### config.mk
export PLATFORM = sky130hd
export DESIGN_NAME = sysclk_scaler
export DESIGN_NICKNAME = d
export VERILOG_FILES = /design/src/rtl/sysclk_scaler_pkg.sv /design/src/rtl/sysclk_scaler_reg.sv /design/src/rtl/sysclk_scaler_factor.sv /design/src/rtl/sysclk_scaler_cnt.sv /design/src/rtl/sysclk_scaler.sv
export SDC_FILE = /design/constraint.sdc
export NUM_CORES = 1
export LEC_CHECK = 0
export ABC_CLOCK_PERIOD_IN_PS = 2080
export BUFFER_PORTS_ARGS = -buffer_cell sky130_fd_sc_hd__buf_2
export CAP_MARGIN = 20
export CORE_ASPECT_RATIO = 1.2
export CORE_MARGIN = 10
export CORE_UTILIZATION = 35
export DETAILED_ROUTE_END_ITERATION = 10
export GPL_TIMING_DRIVEN = 0
export PLACE_DENSITY = 0.62
export SLEW_MARGIN = 20
export SYNTH_ARGS = -nofsm -noshare
export SYNTH_HDL_FRONTEND = slang
export SYNTH_HIERARCHICAL = 1
export SYNTH_SLANG_ARGS = --single-unit
### constraint.sdc
create_clock -name clk_i -period 2.08 [get_ports clk_i]
set_input_delay 0.52 -clock clk_i [delete_from_list [all_inputs] [get_ports clk_i]]
set_output_delay 0.52 -clock clk_i [all_outputs]
set_load 0.005 [all_outputs]
### src/rtl/sysclk_scaler_pkg.sv
package sysclk_scaler_pkg;
  localparam int unsigned DEF_CODE_W = 7;

  typedef enum logic {
    MODE_PASS = 1'b0,
    MODE_DIV  = 1'b1
  } scale_mode_e;
endpackage

### src/rtl/sysclk_scaler_reg.sv
module sysclk_scaler_reg #(
  parameter int unsigned CODE_W = 7
) (
  input  logic              clk_i,
  input  logic              rst_ni,
  input  logic              wr_en_i,
  input  logic              wr_on_i,
  input  logic [CODE_W-1:0] wr_code_i,
  output logic              en_o,
  output logic [CODE_W-1:0] code_o,
  output logic              accept_o
);
  logic              en_q;
  logic [CODE_W-1:0] code_q;

  // code only loads on the off-to-on write
  assign accept_o = wr_en_i & wr_on_i & ~en_q;

  always_ff @(posedge clk_i or negedge rst_ni) begin
    if (!rst_ni) begin
      en_q   <= 1'b0;
      code_q <= '0;
    end else if (wr_en_i) begin
      if (accept_o) begin
        en_q   <= 1'b1;
        code_q <= wr_code_i;
      end else if (!wr_on_i) begin
        en_q <= 1'b0;
      end
    end
  end

  assign en_o   = en_q;
  assign code_o = code_q;

  AST_ACCEPT_LOADS: assert property (@(posedge clk_i) disable iff (!rst_ni)
    (wr_en_i && wr_on_i && !en_o) |=> (en_o && code_o == $past(wr_code_i)));
  AST_LOCKED_WRITE: assert property (@(posedge clk_i) disable iff (!rst_ni)
    (wr_en_i && wr_on_i && en_o) |=> (en_o && $stable(code_o)));
  AST_OFF_KEEPS_CODE: assert property (@(posedge clk_i) disable iff (!rst_ni)
    (wr_en_i && !wr_on_i) |=> (!en_o && $stable(code_o)));
endmodule

### src/rtl/sysclk_scaler_factor.sv
module sysclk_scaler_factor #(
  parameter int unsigned CODE_W = 7,
  parameter int unsigned FACT_W = CODE_W + 1
) (
  input  logic [CODE_W-1:0] code_i,
  output logic [FACT_W-1:0] term_o
);
  // factor = 2^CODE_W + 1 - code; terminal count = factor - 1
  localparam logic [FACT_W-1:0] TOP_VAL = FACT_W'(2 ** CODE_W);

  assign term_o = TOP_VAL - FACT_W'(code_i);
endmodule

### src/rtl/sysclk_scaler_cnt.sv
module sysclk_scaler_cnt
  import sysclk_scaler_pkg::*;
#(
  parameter int unsigned FACT_W = 8
) (
  input  logic              clk_i,
  input  logic              rst_ni,
  input  logic              en_i,
  input  logic              restart_i,
  input  logic [FACT_W-1:0] term_i,
  output logic              tick_o
);
  scale_mode_e       mode;
  logic [FACT_W-1:0] cnt_q;
  logic              hit;

  assign mode = en_i ? MODE_DIV : MODE_PASS;
  assign hit  = (cnt_q == term_i);

  always_ff @(posedge clk_i or negedge rst_ni) begin
    if (!rst_ni)                          cnt_q <= '0;
    else if (restart_i || mode == MODE_PASS) cnt_q <= '0;
    else if (hit)                         cnt_q <= '0;
    else                                  cnt_q <= cnt_q + 1'b1;
  end

  assign tick_o = (mode == MODE_PASS) | hit;

  AST_CNT_BOUND: assert property (@(posedge clk_i) disable iff (!rst_ni)
    en_i |-> (cnt_q <= term_i));
  AST_NO_BACK_TO_BACK: assert property (@(posedge clk_i) disable iff (!rst_ni)
    (en_i && tick_o) |=> (!en_i || !tick_o));
  AST_RESTART_ZERO: assert property (@(posedge clk_i) disable iff (!rst_ni)
    restart_i |=> (cnt_q == '0));
endmodule

### src/rtl/sysclk_scaler.sv
module sysclk_scaler
  import sysclk_scaler_pkg::*;
#(
  parameter int unsigned CODE_W = DEF_CODE_W,
  localparam int unsigned REG_W = CODE_W + 1,
  localparam int unsigned FACT_W = CODE_W + 1
) (
  input  logic             clk_i,
  input  logic             rst_ni,
  input  logic             wr_en_i,
  input  logic [REG_W-1:0] wr_data_i,
  output logic [REG_W-1:0] rd_data_o,
  output logic             tick_o
);
  logic              en;
  logic              accept;
  logic [CODE_W-1:0] code;
  logic [FACT_W-1:0] term;

  sysclk_scaler_reg #(.CODE_W(CODE_W)) u_reg (
    .clk_i     (clk_i),
    .rst_ni    (rst_ni),
    .wr_en_i   (wr_en_i),
    .wr_on_i   (wr_data_i[REG_W-1]),
    .wr_code_i (wr_data_i[CODE_W-1:0]),
    .en_o      (en),
    .code_o    (code),
    .accept_o  (accept)
  );

  sysclk_scaler_factor #(.CODE_W(CODE_W), .FACT_W(FACT_W)) u_factor (
    .code_i (code),
    .term_o (term)
  );

  sysclk_scaler_cnt #(.FACT_W(FACT_W)) u_cnt (
    .clk_i     (clk_i),
    .rst_ni    (rst_ni),
    .en_i      (en),
    .restart_i (accept),
    .term_i    (term),
    .tick_o    (tick_o)
  );

  assign rd_data_o = {en, code};

  AST_PASS_STROBE: assert property (@(posedge clk_i) disable iff (!rst_ni)
    !rd_data_o[REG_W-1] |-> tick_o);
endmodule

---- Word level (Yosys, flattened, before mapping) ----
Index checks and enable logic that the tools add are counted.
word-level totals
  bits in read-only memories .............. 0
  bits in registers ....................... 16
  input port bits ......................... 11
  memories ................................ 0
  bits in latches ......................... 0
  RAM bits ................................ 0
operators by class
  reduce and logical (&&, ||, !) cells .... 3
  shifts and indexed selects .............. 0
  divide/modulo/power cells ............... 0
  magnitude comparators ................... 0
  multipliers ............................. 0
  bitwise operators ....................... 5
  equality and inequality tests ........... 2
  muxes and demuxes ....................... 5
  add/sub/neg operators ................... 2
operators by type and width
  cell                   count
  $mux W8                2
  $add A8 B1 Y8 const B  1
  $eq A8 B8 Y1           1
  $sub A8 B7 Y8 const A  1
  $reduce_and A2 Y1      2
  $mux W1                3
  $and A1 B1 Y1          2
  $ne A2 B1 Y1 const B   1
  $not A1 Y1             2
  $logic_or A1 B1 Y1     1
  $or A1 B1 Y1           1

---- Longest topological paths before layout ----
Gate-level depths: netlist of run 1.
  depth after elaboration ................. 4
  depth in mapped cells ................... 7
  gate-level depth less buffers ........... 7

---- Hierarchy ----
The synthesis of run 1 kept the hierarchy.
modules (own cells, without submodules)
  module                times used  area an instance (um^2)  cells an instance  sequential area each (um^2)
  sysclk_scaler_cnt     1           511.7                    47                 200.2
  sysclk_scaler_reg     1           314.1                    18                 200.2
  sysclk_scaler_factor  1           121.4                    16                 0.0
  sysclk_scaler         1           7.5                      1                  0.0

---- Least setup slack after synthesis of run 1 ----
Ideal clock, no wire load.
  kind .................................... flip-flop to output port
  from .................................... register u_reg.code_q[2], in the netlist u_reg/code_o[2]
  to ...................................... output tick_o
  data required time ...................... 1.560 ns
  setup slack ............................. -0.137 ns
  cell stages (with the launch flop) ...... 7
  data arrival time ....................... 1.697 ns
  cell sequence ........................... dfrtp_1 > nor3_2 > nand3_2 > xor2_1 > xor2_1 > nor4_4 > a21bo_1
on the way
  longest elaborated chain between the ends .. 3
RTL lines
  item                      RTL line                    RTL
  start: declaration        sysclk_scaler_reg.sv:14     logic [CODE_W-1:0] code_q;
  start signal: assignment  sysclk_scaler_reg.sv:26     code_q <= wr_code_i;
  $sub A8 B7 Y8             sysclk_scaler_factor.sv:11  assign term_o = TOP_VAL - FACT_W'(code_i);
  named net term[5]         sysclk_scaler.sv:18         logic [FACT_W-1:0] term;
  $eq A8 B8 Y1              sysclk_scaler_cnt.sv:18     assign hit = (cnt_q == term_i);
  $or A1 B1 Y1              sysclk_scaler_cnt.sv:27     assign tick_o = (mode == MODE_PASS) | hit;
  end: declaration          sysclk_scaler.sv:13         output logic tick_o
The timed path passes the listed nets, and every way through them passes these cells.

---- Worst setup path after layout of run 1 ----
  from .................................... register u_reg.code_q[0], in the netlist u_reg/code_o[0]
  to ...................................... output tick_o
The elaborated chain is that of the path after synthesis.

==> results of run 1 <==
-- per-layer routing --
layer  track usage, %  up-vias  wire length (um)
met5                0        -                 0
met2             12.3       12               992
met1             10.5      343               899
li1                 -      348                 -
met3             1.02        2                72
met4             3.70        0                27
-- report_power, final --
| part | internal (mW) | switching [mW] |
|---|---|---|
| Sequential | 0.352 | 0.0549 |
| Combinational | 0.181 | 0.180 |
| Clock | 0.0670 | 0.0949 |
-- kinds of logic (layout without fill, tap and decap cells) --
family / after synthesis / after routing / share of synthesized area, %
and+or+nand+nor: 20 / 20 / 18.0
xor gates and xnor gates: 16 / 16 / 14.7
DFF: 16 / 16 / 41.9
AOI/OAI and AO/OA: 12 / 12 / 9.31
muxes: 8 / 8 / 9.44
buffers and inverters: 8 / 35 / 4.06
adders and majority gates: 2 / 2 / 2.62
-- flip-flops by register name, summed over array words and instances, names as in the netlist --
| register | flops |
|---|---|
| u_cnt/cnt_q | 8 |
| u_reg/en_o | 1 |
| u_reg/code_o | 7 |
-- area by class of cell --
cell class                 instances  area [um2]  share of cell area [%]
buffer                             4        23.8                    2.02
timing repair buffer              24         133                    11.3
inverter                           4        15.0                    1.28
sequential                        16         403                    34.2
multi-input combinational         58         539                    45.8
clock buffer                       3        22.5                    1.91
tap                               33        41.3                    3.51
-- worst paths after layout --
kind                                             start                          end
max                        u_reg/code_o[0]$_DFFE_PN0P_                       tick_o
min in group clk_i                        wr_data_i[5]  u_reg/code_o[5]$_DFFE_PN0P_
min                                             rst_ni  u_reg/code_o[4]$_DFFE_PN0P_
max in group asynchronous                       rst_ni  u_reg/code_o[3]$_DFFE_PN0P_
max reg2reg                u_reg/code_o[0]$_DFFE_PN0P_     u_cnt/cnt_q[5]$_DFF_PN0_
min reg2reg                   u_cnt/cnt_q[0]$_DFF_PN0_     u_cnt/cnt_q[0]$_DFF_PN0_
-- worst reg2reg max path, delay by kind of cell (launching register included) --
kind	cells	cell delay, ns
xor+xnor	2	0.44
flops	1	0.42
compound gates	1	0.30
buf+inv	2	0.26
fa+ha+maj	1	0.17
simple gates	2	0.14
-- metrics by stage --
step | setup WS [ns] | utilization (%) | power, mW | hold WS (ns)
2_1_floorplan | -0.0539 | - | 0.637 | 0.224
3_3_place_gp | -0.327 | 42.8 | 0.725 | 0.449
3_5_place_dp | -0.360 | 42.8 | 0.732 | 0.459
4_1_cts | -0.328 | 45.5 | 0.938 | 0.146
5_1_grt | -0.406 | 45.7 | 0.990 | 0.149
6_report | -0.291 | 45.7 | 0.930 | 0.139
-- placed cells by master (no fill, tap or decap), types with 3 or more instances in the layout --
cell / synthesis / layout
sky130_fd_sc_hd__dfrtp_1: 16 / 14
sky130_fd_sc_hd__a211oi_1: 5 / 5
sky130_fd_sc_hd__mux2_2: 8 / 8
sky130_fd_sc_hd__nand2_1: 3 / 3
sky130_fd_sc_hd__clkbuf_4: 0 / 3
sky130_fd_sc_hd__buf_2: 0 / 19
sky130_fd_sc_hd__or3_1: 3 / 3
sky130_fd_sc_hd__xor2_1: 13 / 13
sky130_fd_sc_hd__a221oi_1: 3 / 3
sky130_fd_sc_hd__buf_4: 2 / 7
sky130_fd_sc_hd__o21ai_0: 3 / 3
sky130_fd_sc_hd__xnor2_1: 3 / 3
-- timing repair --
item                                    CTS  global route
buffers inserted                          5             0
endpoints found under the setup margin    1             1
resized for setup                         3             1
pin swaps                                 6             0
endpoints found under the hold margin     0             0
==> results.txt, run 1 <==
For the number of pins exceeding their max-slew limit in the final report, the log shows 0. For this run, the detailed router's first-pass iteration total came to 4. Sequential cells were found to cover 41.9% of the synthesized design area.

Final number of hold-violating endpoints: 0. The critical path goes through inv_2 -> ha_4 -> nand3b_1 -> xor2_1 -> xor2_1 -> nor4_4 -> a21bo_1 -> buf_2. The logs give 3370 um for the first-pass GRT wire length and 1 for the deepest level of the CTS H-tree. The endpoint class of the critical path was an output pin.

By instance count, the cell type seen most on the critical path is sky130_fd_sc_hd__xor2_1. By area the synthesized netlist is led by sky130_fd_sc_hd__dfrtp_1 42%, sky130_fd_sc_hd__xor2_1 12%, sky130_fd_sc_hd__mux2_2 9.4%, sky130_fd_sc_hd__nor4_4 4.5%, sky130_fd_sc_hd__a211oi_1 3.9%. TritonCTS created 3 clock buffers. The initial antenna violation count came out at 0. Once the floorplan was initialized, standard cells occupied 37.0% of the core.

For the endpoint required time on the critical path, the log shows 1.56 ns. Global routing finished with a remaining overflow of 0. The critical path is of the flop to output pin type.

The run gives 237 as the filler cell count. The flow ran to the end, but the final reports show violations. The tools report the upper clock frequency limit as 422 MHz. After the flow finishes, the layout carries non-filler instances totaling 142. The via count of the first global-routing pass was 717. After synthesis, the share of flip-flops with an asynchronous set or reset is 100%. The run gives 0.28 ns as the worst-skew pair later-pin latency. TritonCTS built the clock tree.

After clock tree synthesis, the flow added hold-fix buffers numbering 0. The final reports fail on negative setup slack. Setup repair after global routing could not meet its margin everywhere. Number of antenna cells inserted: 0.

The worst hold path belongs to the class primary input to async pin. After detailed routing, the average wire length per cell comes to 14.0 um. Most used flip-flop cell after synthesis: sky130_fd_sc_hd__dfrtp_1. Global routing consumed, over all layers together, 7.99% of the routing resources. The finished cells cover 1180 um2. The final clock skew came out at 0.00150 ns.

Area of the core region: 2580 um2. Entering global routing, the biggest net connects 17 pins. For the pin with the worst max-slew slack, the measured transition is 0.361 ns. Number of enable-type register cells in the synthesized netlist: 0. Of the cells placed in the final design, the portion with a size suffix greater than 1 is 46.8%. The instance count on the critical path was 8; the signal arrival time at the worst endpoint was 1.85 ns.

The cell at the slowest stage of the critical path is sky130_fd_sc_hd__dfrtp_1. After detailed routing, the number of remaining DRC violations is 0. Summed over its instances, the top area cell type makes up 41.9% of the synthesized netlist area. Wire length after detailed routing: 1990 um.

The analysis attributes to cell leakage a power of 0.528 nW. The maximum root-to-sink buffer count was 2. Power spread over the standard cell area amounts to 790 nW/um2. The half-perimeter wire length of the detailed placement result is 1490 um, and the number of buffers and inverters on the critical path is 2. The clock slew seen by the registers of the worst setup and hold paths works out to 0.09 ns. Broken down by cell family, the worst path's largest delay share belongs to XOR/XNOR gates.

Number of nets in the final layout: 124. After detailed placement, the total cell area comes to 1100 um2. After the first detailed-routing iteration, the DRC count stood at 12. The library cell with the largest summed area after synthesis was sky130_fd_sc_hd__dfrtp_1.

The most frequent cell after synthesis was sky130_fd_sc_hd__dfrtp_1. After routing, the total negative slack on setup checks comes to -0.291 ns. During I/O placement, the number of pins put on the boundary was 20. The run gives 6 as the number of warnings reported in the yosys synthesis log.

The clock drives 16 sinks. The tools report the smallest setup slack after layout as -0.291 ns. In this run the clock root is driven by a sky130_fd_sc_hd__clkbuf_4. Once detail routing completed, the nets flagged for antenna violations numbered 0.

The average instance area after synthesis was 11.6 um2; the post-synthesis instance total was 82. After layout, the worst path uses 114% of the clock period. The commonest cells after synthesis are 16 x sky130_fd_sc_hd__dfrtp_1, 13 x sky130_fd_sc_hd__xor2_1, 8 x sky130_fd_sc_hd__mux2_2, 5 x sky130_fd_sc_hd__a211oi_1, 4 x sky130_fd_sc_hd__inv_1. VDD sags by at most 0.480 mV.

From bottom edge to top edge, the die measures 77.2 um. The number of cells on the worst reg-to-reg path came out at 8. The setup slack of the most critical reg-to-reg path is 0.24 ns. The peak fanout along the critical path was 4; the area growth from synthesis to layout was 23.3%. Number of standard-cell rows in the floorplan: 20. The floorplan step set the die width to 67.7 um. The final route contains 705 vias. The global placer's final weighted congestion is 0.754, and the combined area of all synthesized cells is 955 um2. The number of synthesized register bits is 16.

Across the run, the number of max-cap violations was 0. The detail-routed via count per cell is 4.96. Synthesis produced a netlist with a net count of 95. The largest single stage delay on the critical path is 0.42 ns. Measured against its own limit, the worst slew margin works out to 75.9%. The nature of the critical path startpoint is a flop. Counting distinct cell types in the post-synthesis netlist gives 25. The count of endpoints failing setup in the final report came out at 1.

During placement, the flow inserted port buffers numbering 19. The floorplan step defined a die boundary enclosing 5230 um2. In this run, placement finished with an instance count of 134. Clock period minus final worst setup slack: 2.37 ns.
Power figures use the tool's default switching activity.
==> run 2, diff against run 1 <==
--- a/config.mk
+++ b/config.mk
@@ -9,7 +9,6 @@
 export BUFFER_PORTS_ARGS = -buffer_cell sky130_fd_sc_hd__buf_2
 export CAP_MARGIN = 20
 export CORE_ASPECT_RATIO = 1.2
-export CORE_MARGIN = 10
 export CORE_UTILIZATION = 35
 export DETAILED_ROUTE_END_ITERATION = 10
 export GPL_TIMING_DRIVEN = 0
==> run 2 against run 1 <==
- largest cell class unchanged
- critical endpoint unchanged
- wire length down 10%
- worst setup slack worse by 0.037 ns
- flip-flop and latch count unchanged
- clock power about the same
- worst hold slack worse by 0.0011 ns
- die area fell by 44%
- fmax down 1.5%
- the flow still finishes with violations (negative setup slack)
==> results.txt, run 2 (synthesized netlist as in run 1, its figures left out) <==
The clock slew seen by the registers of the worst setup and hold paths is 0.10 ns (about the same). For the upper clock frequency limit, the log shows 415 MHz (-1.5%). The tools report the first-pass GRT wire length as 3090 um (-8.4%). The area of the core region was 2550 um2 (-0.97%); the number of nets in the final layout was 123 (-0.81%). Clock tree root buffer cell: sky130_fd_sc_hd__clkbuf_4. Leaving out fill and tap cells, the most frequent cells in the layout are 19 x sky130_fd_sc_hd__buf_2, 15 x sky130_fd_sc_hd__dfrtp_1, 13 x sky130_fd_sc_hd__xor2_1. Number of violations of the max-capacitance limit: 0 (unchanged). The tools report the nature of the critical path startpoint as a flop.

The residual DRC count is 0 (unchanged), and the delay of the slowest critical-path stage is 0.45 ns (+0.03 ns). The period utilization works out to 116% (+1.8 points). The kind of cell with the highest combined delay along the critical path is simple AND/OR/NAND/NOR gates.

The clock period minus final worst setup slack came out at 2.41 ns (+0.0368 ns). The flip-flop count of the largest register, all copies and words added works out to 8 (unchanged). The flow ran to the end, but the final reports show violations. The worst-skew pair later-pin latency is 0.28 ns (about the same). The global placer's final weighted congestion was 0.759 (+0.65%).

The total global routing track utilization was 14.1% (+6.1 points). The peak fanout along the critical path came out at 4 (unchanged). Setup repair after global routing could not meet its margin everywhere. The tools report the overall power consumption as 918 uW (-1.2%). The via count of the first global-routing pass is 725 (+1.1%). The commonest non-fill, non-tap cell in the layout was sky130_fd_sc_hd__buf_2. The checks that failed: negative setup slack. TritonCTS built the clock tree. The y dimension of the die is 59.2 um (-23%), and the leakage power is 0.524 nW (-0.74%). The die outline width was 49.7 um (-27%). The share of cells above drive strength 1 was 44.4% (-2.3 points); the final clock skew was 0.00843 ns (+0.00693 ns).

The maximum root-to-sink buffer count was 2 (unchanged). The final number of hold-violating endpoints is 0 (unchanged), and the placement-stage cell area is 1100 um2 (unchanged). The tools report the effective utilization at floorplan as 37.4% (+0.36 points). The final core utilization was 45.6% (-0.091 points); the signal arrival time at the worst endpoint was 1.89 ns (+0.04 ns).

The largest net degree at the start of global routing is 17 (unchanged). Traced cell by cell, the critical path runs through nor3_4 -> nand3_2 -> xor2_1 -> xor2_1 -> nor4_4 -> a21bo_1 -> buf_2. The actual slew at the worst max-slew pin was 0.377 ns (+0.0151 ns).

Aggregate global routing overflow: 0 (unchanged). The detailed-routing iteration count for the pre-antenna-repair pass was 4 (unchanged). The largest individual stage delay along the critical path comes from the cell sky130_fd_sc_hd__dfrtp_2. Post-placement setup slack: -0.315 ns (+0.0442 ns). The logs give 1320 um (-11%) for the half-perimeter wire length of the detailed placement result and 0 (unchanged) for the initial antenna violation count. The number of sinks on the clock net came out at 16 (unchanged). The number of pins exceeding their max-slew limit in the final report is 0 (unchanged), and the tightest slew margin relative to the limit is 74.9% (-1.0 points). The logs give 0.138 ns (-0.00114 ns) for the post-route worst hold slack and 2940 um2 (-44%) for the die area. The setup slack of the most critical reg-to-reg path came out at 0.25 ns (about the same). The endpoint class of the critical path was an output pin. The run gives 1 (unchanged) as the deepest level of the CTS H-tree. The number of buffers and inverters on the critical path was 1 (-1). For the total I/O pin count, the log shows 20 (unchanged). The kind of critical path is flop to output pin. The endpoint required time on the critical path is 1.56 ns (about the same), and the detail-routed via count per cell is 4.96 (-0.15%). For the number of standard-cell rows in the floorplan, the log shows 20 (unchanged). By instance count, the cell type seen most on the critical path is sky130_fd_sc_hd__xor2_1.

The number of antenna cells inserted came out at 0 (unchanged). The count of endpoints failing setup in the final report was 1 (unchanged). The power density over cell area is 789 nW/um2 (about the same), and the post-route cell area is 1160 um2 (-1.2%). The cts-stage hold buffer count is 0 (unchanged), and the count of input and output buffers is 19 (unchanged). More flip-flops sit in one register than any other, and that register is u_cnt/cnt_q.

The run gives 1790 um (-10%) as the wire length after detailed routing. The wire length per cell was 12.7 um (-9.7%); the number of nets with antenna violations after detailed routing was 0 (unchanged). The number of buffers added by the clock tree synthesis step is 3 (unchanged). The via count came out at 699 (-0.85%).

The smallest setup slack after layout was -0.327 ns (-0.0368 ns). The area growth from synthesis to layout was 21.9%. Type of the tightest min-delay check: primary input to async pin. The DRC violation total after the first TritonRoute iteration was 24 (+12). Worst voltage drop across the vdd grid: 0.420 mV (-12%).
## run 2: path summary, 6_finish.rpt
kind                                               end                   startpoint  cells after the start
min reg2reg                   u_cnt/cnt_q[0]$_DFF_PN0_     u_cnt/cnt_q[0]$_DFF_PN0_                      1
max                                             tick_o  u_reg/code_o[2]$_DFFE_PN0P_                      7
max in group asynchronous  u_reg/code_o[2]$_DFFE_PN0P_                       rst_ni                      1
min                             u_reg/en_o$_DFFE_PN0P_                       rst_ni                      1
min in group clk_i         u_reg/code_o[6]$_DFFE_PN0P_                 wr_data_i[6]                      2
max reg2reg                   u_cnt/cnt_q[7]$_DFF_PN0_  u_reg/code_o[2]$_DFFE_PN0P_                      7
## run 2: layout make-up
| class | instances | area, um2 |
|---|---|---|
| Buffer | 4 | 23.8 |
| Inverter | 4 | 15.0 |
| Clock buffer | 3 | 22.5 |
| Tap cell | 33 | 41.3 |
| Multi-Input combinational cell | 58 | 534 |
| Timing Repair Buffer | 23 | 125 |
| Fill cell | 257 | 1390 |
| Sequential cell | 16 | 402 |
## run 2: what timing repair did
item / in CTS / in global routing
pin swaps: 5 / 0
endpoints found under the setup margin: 1 / 1
gates resized for setup: 2 / 0
buffers inserted: 4 / 0
## run 2: power breakdown
| part | internal [mW] | total, mW | leakage, nW | switching, mW |
|---|---|---|---|---|
| clock | 0.0671 | 0.165 | 0.0138 | 0.0983 |
| sequential | 0.351 | 0.408 | 0.203 | 0.0572 |
| combinational | 0.176 | 0.345 | 0.307 | 0.169 |
| total | 0.594 | 0.918 | 0.524 | 0.325 |
## run 2: per-layer routing
layer / GRT usage (%) / share of wire (%) / vias up
met1: 17.1 / 44 / 339
met3: 1.54 / 2.2 / 2
met4: 8.16 / 0.90 / 0
li1: - / - / 344
met5: 0 / 0 / -
met2: 24.1 / 53 / 14
## run 2: metrics by stage
stage          std cells  TNS, ns
3_3_place_gp         134   -0.314
2_1_floorplan         82  -0.0539
6_report             141   -0.327
4_1_cts              141   -0.349
5_1_grt              141   -0.451
3_5_place_dp         134   -0.315
